**config.mk**
```make
export PLATFORM = sky130hd
export DESIGN_NAME = div11_unit
export DESIGN_NICKNAME = d
export VERILOG_FILES = /design/src/rtl/div11_pkg.sv /design/src/rtl/div11_seed.sv /design/src/rtl/div11_refine.sv /design/src/rtl/div11_fixup.sv /design/src/rtl/div11_unit.sv
export SDC_FILE = /design/constraint.sdc
export NUM_CORES = 1
export LEC_CHECK = 0
export BUFFER_PORTS_ARGS = -buffer_cell sky130_fd_sc_hd__buf_2
export CAP_MARGIN = 10
export CORE_MARGIN = 8
export CORE_UTILIZATION = 58
export DETAILED_ROUTE_END_ITERATION = 6
export GPL_ROUTABILITY_DRIVEN = 1
export PLACE_DENSITY = 0.86
export SETUP_SLACK_MARGIN = 0.02
export SLEW_MARGIN = 40
export SYNTH_ARGS = -nofsm -noshare
export SYNTH_HDL_FRONTEND = slang
export SYNTH_HIERARCHICAL = 1
export SYNTH_SLANG_ARGS = --single-unit
export TNS_END_PERCENT = 5
```
**constraint.sdc**
```tcl
create_clock -name clk -period 5.45 [get_ports clk]
set_input_delay 0.2725 -clock clk [delete_from_list [all_inputs] [get_ports clk]]
set_output_delay 0.2725 -clock clk [all_outputs]
set_load 0.02 [all_outputs]
```
**src/rtl/div11_pkg.sv**
```systemverilog
package div11_pkg;

   // Refinement stages needed so that 10*2^k correct bits cover n+4 bits.
   function automatic int refine_count(input int n);
      int k;
      k = 0;
      while ((10 << k) < n + 4) k++;
      return k;
   endfunction

   // Fraction bits carried by the estimate (guard bits below the binary point).
   function automatic int frac_bits(input int n);
      return n + 4;
   endfunction

   // Low dividend bits needed for the modulo-32 residue check.
   localparam int RES_BITS = 5;

endpackage

```
**src/rtl/div11_seed.sv**
```systemverilog
module div11_seed
   import div11_pkg::*;
#(
   parameter int N = 32,
   parameter int F = frac_bits(N),
   localparam int W = N + F
) (
   input  logic                clk,
   input  logic [N-1:0]        x_i,
   output logic [W-1:0]        est_o,
   output logic [RES_BITS-1:0] lsb_o
);

   logic [W-1:0] scaled;
   logic [W-1:0] seed;

   // x * 93/1024 = x/8 - x/32 - x/512 - x/1024, exact because F >= 10
   always_comb begin
      scaled = {x_i, {F{1'b0}}};
      seed   = (scaled >> 3) - (scaled >> 5) - (scaled >> 9) - (scaled >> 10);
   end

   always_ff @(posedge clk) begin
      est_o <= seed;
      lsb_o <= x_i[RES_BITS-1:0];
   end

endmodule

```
**src/rtl/div11_refine.sv**
```systemverilog
module div11_refine
   import div11_pkg::*;
#(
   parameter int W     = 68,
   parameter int SHIFT = 10
) (
   input  logic                clk,
   input  logic [W-1:0]        est_i,
   input  logic [RES_BITS-1:0] lsb_i,
   output logic [W-1:0]        est_o,
   output logic [RES_BITS-1:0] lsb_o
);

   // Multiply the running estimate by (1 + 2^-SHIFT); truncation only lowers it.
   always_ff @(posedge clk) begin
      est_o <= est_i + (est_i >> SHIFT);
      lsb_o <= lsb_i;
   end

endmodule

```
**src/rtl/div11_fixup.sv**
```systemverilog
module div11_fixup
   import div11_pkg::*;
#(
   parameter int N = 32,
   parameter int F = frac_bits(N),
   localparam int W = N + F
) (
   input  logic                clk,
   input  logic                rst,
   input  logic                mid_valid,
   input  logic [W-1:0]        est_i,
   input  logic [RES_BITS-1:0] lsb_i,
   output logic [N-1:0]        quot_o,
   output logic [3:0]          rem_o
);

   logic [N-1:0]          q_trunc;
   logic [RES_BITS-1:0]   q_low;
   logic [RES_BITS-1:0]   times11;
   logic [RES_BITS-1:0]   resid;
   logic                  unused_frac;

   logic [N-1:0]          q_mid;
   logic [RES_BITS-1:0]   r_mid;

   logic                  bump;
   logic [RES_BITS-1:0]   r_fixed;
   logic                  unused_rtop;

   // Stage A: residue x - 11*q, computed modulo 32 (true value is 0..21)
   always_comb begin
      q_trunc     = est_i[W-1:F];
      unused_frac = ^est_i[F-1:0];
      q_low       = q_trunc[RES_BITS-1:0];
      times11     = (q_low << 3) + (q_low << 1) + q_low;
      resid       = lsb_i - times11;
   end

   always_ff @(posedge clk) begin
      q_mid <= q_trunc;
      r_mid <= resid;
   end

   // Stage B: one conditional correction
   always_comb begin
      bump        = (r_mid >= RES_BITS'(11));
      r_fixed     = bump ? (r_mid - RES_BITS'(11)) : r_mid;
      unused_rtop = r_fixed[RES_BITS-1];
   end

   always_ff @(posedge clk) begin
      quot_o <= q_mid + N'(bump);
      rem_o  <= r_fixed[3:0];
   end

   // The reciprocal chain may fall short by at most one quotient step.
   p_est_window_r1: assert property (@(posedge clk) disable iff (rst)
      mid_valid |-> (r_mid < RES_BITS'(22)));

endmodule

```
**src/rtl/div11_unit.sv**
```systemverilog
module div11_unit
   import div11_pkg::*;
#(
   parameter int N = 32
) (
   input  logic         clk,
   input  logic         rst,
   input  logic         in_valid,
   input  logic [N-1:0] in_dividend,
   output logic         out_valid,
   output logic [N-1:0] out_quot,
   output logic [3:0]   out_rem
);

   localparam int F   = frac_bits(N);
   localparam int W   = N + F;
   localparam int K   = refine_count(N);
   localparam int LAT = 3 + K;
   localparam int EW  = N + 4;

   generate
      if (N < 8) begin : g_bad_width
         $error("div11_unit: N must be at least 8");
      end
   endgenerate

   logic [W-1:0]        est_c [0:K];
   logic [RES_BITS-1:0] lsb_c [0:K];
   logic [LAT-1:0]      vld;

   div11_seed #(.N(N), .F(F)) u_seed (
      .clk   (clk),
      .x_i   (in_dividend),
      .est_o (est_c[0]),
      .lsb_o (lsb_c[0])
   );

   for (genvar k = 0; k < K; k++) begin : g_refine
      div11_refine #(.W(W), .SHIFT(10 << k)) u_refine (
         .clk   (clk),
         .est_i (est_c[k]),
         .lsb_i (lsb_c[k]),
         .est_o (est_c[k+1]),
         .lsb_o (lsb_c[k+1])
      );
   end

   div11_fixup #(.N(N), .F(F)) u_fixup (
      .clk       (clk),
      .rst       (rst),
      .mid_valid (vld[LAT-2]),
      .est_i     (est_c[K]),
      .lsb_i     (lsb_c[K]),
      .quot_o    (out_quot),
      .rem_o     (out_rem)
   );

   // Only the strobe pipeline is reset; data registers free-run.
   always_ff @(posedge clk) begin
      if (rst) vld <= '0;
      else     vld <= {vld[LAT-2:0], in_valid};
   end

   assign out_valid = vld[LAT-1];

   p_rem_bound_r2: assert property (@(posedge clk) disable iff (rst)
      out_valid |-> (out_rem < 4'd11));

   p_recompose_r1: assert property (@(posedge clk) disable iff (rst)
      out_valid |-> (({4'b0, out_quot} * EW'(11)) + EW'(out_rem)
                     == {4'b0, $past(in_dividend, LAT)}));

   p_valid_delay_r3: assert property (@(posedge clk) disable iff (rst)
      out_valid |-> $past(in_valid, LAT));

endmodule

```
# Yosys cells after proc, flatten, opt, wreduce, memory -nomap -nowiden
# Cells that the tools add are included.
totals:
  register_bits: 297
  elab_cells: 23
  output_inout_bits: 37
  in_bits: 35
op_classes:
  mux: 1
  add_sub_neg: 10
  order_cmp: 1
op_table:
  columns: ["operator", "n"]
  rows:
  - ["68-bit by 48-bit adder with 68-bit output", 1]
  - ["68-bit by 58-bit adder with 68-bit output", 1]
  - ["68-bit by 58-bit subtractor with 68-bit output", 1]
  - ["68-bit by 59-bit subtractor with 68-bit output", 1]
  - ["65-bit by 63-bit subtractor with 66-bit output", 1]
  - ["32-bit by 1-bit adder with 32-bit output", 1]
  - ["5-bit adder", 2]
  - ["5-bit by 4-bit greater-or-equal comparator with 1-bit output, second input constant", 1]
  - ["5-bit subtractor", 1]
  - ["4-bit two-way mux", 1]
  - ["4-bit subtractor, second input constant", 1]

# Logic depth before layout (Yosys ltp)
depth:
  word_depth: 3
  mapped_depth: 32
  ltp_nobuf: 31

# Modules after synthesis
# Netlist, hierarchy kept.
modules_own_cells:
  columns: ["module", "cells_each", "instances", "area_per_inst_um2", "seq_area_each_um2"]
  rows:
  - ["div11_seed", 909, 1, 6780.3, 920.9]
  - ["div11_refine at g_refine[0].u_refine", 613, 1, 5153.7, 1461.4]
  - ["div11_refine at g_refine[1].u_refine", 543, 1, 4763.3, 1461.4]
  - ["div11_fixup", 210, 1, 2494.9, 1461.4]
  - ["div11_unit", 10, 1, 131.4, 100.1]

# Least setup slack after synthesis
# Ideal clock, no wire load.
synth_path:
  path_kind: "in2reg"
  start: "input port in_dividend[2]"
  end: "register u_seed.est_o[64]"
  n_path_buf: 0
  setup_ns: 0.127
  arrival_time_ns: 5.698
  slack_ns: -0.375
  t_required_ns: 5.323
  stages: 30
  cell_sequence: "inv_1 > ha_1 > or3b_4 > a21boi_4 > o21ai_0 > a31oi_1 > xnor2_1 > ha_1 > a21oi_1 > o211ai_1 > a21oi_1 > nand3_1 > a21boi_0 > nor2_1 > o21a_1 > o21ai_0 > nand2b_1 > xor2_1 > ha_1 > nand2_1 > nor2_1 > and3_1 > a31o_2 > a21oi_1 > o21ai_0 > a31oi_1 > or2b_2 > nor4b_4 > mux2i_1 > xnor2_1"
synth_between:
  elab_chain_cells: 3
synth_rtl:
  columns: ["element", "line", "text"]
  rows:
  - ["from (decl)", "div11_unit.sv:9", "input logic [N-1:0] in_dividend,"]
  - ["65-bit by 63-bit subtractor with 66-bit output", "div11_seed.sv:20", "seed = (scaled >> 3) - (scaled >> 5) - (scaled >> 9) - (scaled >> 10);"]
  - ["68-bit by 59-bit subtractor with 68-bit output", "div11_seed.sv:20", null]
  - ["68-bit by 58-bit subtractor with 68-bit output (*)", "div11_seed.sv:20", null]
  - ["net u_seed.seed[64]", "div11_seed.sv:15", "logic [W-1:0] seed;"]
  - ["to (signal assigned)", "div11_seed.sv:24", "est_o <= seed;"]
  - ["to (decl)", "div11_seed.sv:10", "output logic [W-1:0] est_o,"]
# The timed path passes the listed nets; every way through them passes the cells marked *.
# A chain may end at the register's enable or synchronous reset.

# Worst setup path in the final report
# Ends and elaborated chain as after synthesis.

==> impl_metrics.toml <==
[power_and_ir_drop]
p_total_mw = 14.0
p_per_area_nw_per_um2 = 666
power.combinational.fraction_pct = 65.1
pwr-share-seq_pct = 23.0
clockPowerShare_pct = 11.9
leakage_nw = 9.66
peakVddDrop_mv = 0.319
switching_power_mw = 6.52
power.internal_mw = 7.44
switching_share_pct = 46.7

[sta]
relSlewSlack_pct = 47.0
worst_pin_slew_ns = 0.791
fin_crit_sh_pct = 96.1
rsz0062_at_grt = "yes"
report.final.slew_viol_count = 0
finalHoldViolCount = 0
skew_ns = 0.0112
fmax_mhz = 191
fin_setup_tns_ns = 0
setup_viol = 0
min_period_ns = 5.24

[route]
vias_per_cell = 5.95
drt-wirelength-per-cell_um = 17.3
drt-total-wl_um = 48700
vias = 16700
drt_iter0_drc = 1320
top_layer_used = "met4"
ant_nets = 0
first_pass_iters = 7
met3_length_um = 2580
met2WireLength_um = 24300
wl_met1_um = 19900
drcViolationCount = 1

[clock_network]
h-tree-depth = 1
root_buffer = "clkbuf_16"
clk_path_buf_depth = 3
worst_skew_pair.late_latency_ns = 0.52
clock-sinks = 234
numCtsBuffers = 24
clk_pin_slew_ns = 0.06
cts_tree = "built"

[floorplanning]
die_h_um = 193
rows = 64
core_area_um2 = 30700
pin_count = 72
dieArea_um2 = 37200
fp.dieW_um = 193
start_util_pct = 59.1

[run_status]
outcome = "finished with violations"
failed_checks = "design-rule violations"

[cells_and_area]
final_cell_mix = "dfxtp_1, a21oi_1, ha_1"
design_area_um2 = 21000
fin_cells = 2810
final_core_util_pct = 68.4
area_growth_pct = 15.7
num_antenna_cells = 0
final_nets = 2643
n_fill_cell = 2498
mostFrequentLayoutCell = "dfxtp_1"
drive_gt1_share_pct = 17.6

[grt]
gr-usage-all-layers_pct = 25.3
overflow = 0
grt_pass1_wl_um = 78200
antenna_found_initial = 1
grt_max_degree = 16
grt_pass1_vias = 16500

[setup_path]
cpPeakStageDelay_ns = 0.38
worst_setup_path_start_kind = "input pin"
critPathMaxFanout = 5
slowest_stage = "or3b_4"
rrSetupSlack_ns = 2.46
critPathArrivalTime_ns = 5.63
path_class = "input pin to flip-flop"
required_ns = 5.84
cp-end-kind = "flip-flop"

[place]
dpl.cell_count = 2752
hpwl_um = 39800
gp_congestion = 0.994
numPortBuffers = 71
placed_cell_area_um2 = 19900

[yosys]
synth_cells = 2180
synth_area_um2 = 18100
postSynthAreaPerCell_um2 = 8.31
ys_warn_count = 6

[run]
drv_cap = 0

[min_path]
hold_path_class = "input pin to flip-flop"
-- layout make-up --
cell class / count / area, µm² / area share (%)
clock buffers: 30 / 674 / 3.22
clock inverters: 14 / 141 / 0.674
inverters: 99 / 375 / 1.79
multi-input cells: 1769 / 12700 / 60.8
flip-flops and latches: 234 / 4680 / 22.3
well taps: 396 / 495 / 2.36
repair buffers: 268 / 1850 / 8.82
-- timing repair --
item	4_1_cts	5_1_grt
endpoints found under the hold margin	6	0
gates resized for setup	0	32
setup buffers	0	12
setup endpoints to repair	0	9
hold buffers	2	0
-- worst max-delay path: cells and delay by family --
kind	cells	cell delay, ns
AOI/OAI and AO/OA	14	2.20
xor gates and xnor gates	3	0.36
adders and majority gates	3	0.94
buffers and inverters	2	0.17
muxes	1	0.24
and+or+nand+nor	7	1.42
-- power by group through the flow --
stage | clock [mW] | sequential, mW | combinational [mW]
2_1_floorplan | 0 | 3.12 | 6.47
3_3_place_gp | 0 | 3.20 | 8.48
3_5_place_dp | 0 | 3.24 | 8.70
4_1_cts | 1.69 | 3.22 | 8.78
5_1_grt | 1.76 | 3.28 | 9.93
6_report | 1.65 | 3.22 | 9.09
-- per-layer routing --
| metal | track usage (%) | vias to the layer above |
|---|---|---|
| met4 | 10.7 | 0 |
| met3 | 2.44 | 126 |
| met1 | 29.4 | 7744 |
| met5 | 0 | - |
| met2 | 46.6 | 588 |
| li1 | - | 8263 |
-- worst paths after layout --
kind / cells past startpoint / from / to
setup reg to reg: 9 / g_refine[0].u_refine/est_o[57]$_DFF_P_ / g_refine[1].u_refine/est_o[63]$_DFF_P_
setup / recovery: 30 / in_dividend[2] / u_seed/est_o[64]$_DFF_P_
hold reg to reg: 0 / u_seed/lsb_o[3]$_DFF_P_ / g_refine[0].u_refine/lsb_o[3]$_DFF_P_
hold / removal: 2 / in_valid / vld[0]$_SDFF_PP0_
-- sequential cells by signal (all words and copies together), names as in the netlist --
name and count:
vld 5, g_refine.u_refine/lsb_o 10, u_fixup/q_mid 32, u_fixup/quot_o 32
u_fixup/r_mid 5, u_seed/est_o 41, u_seed/lsb_o 5, g_refine.u_refine/est_o 100
u_fixup/rem_o 4
-- per-stage QoR --
stage	hold WS, ns	worst slack, ns
3_3_place_gp	0.310	-0.284
2_1_floorplan	0.300	0.000926
6_report	0.0167	0.213
3_5_place_dp	0.312	-0.431
4_1_cts	0.00191	0.0937
5_1_grt	0.00172	-0.0348
Power figures use the tool's default switching activity.
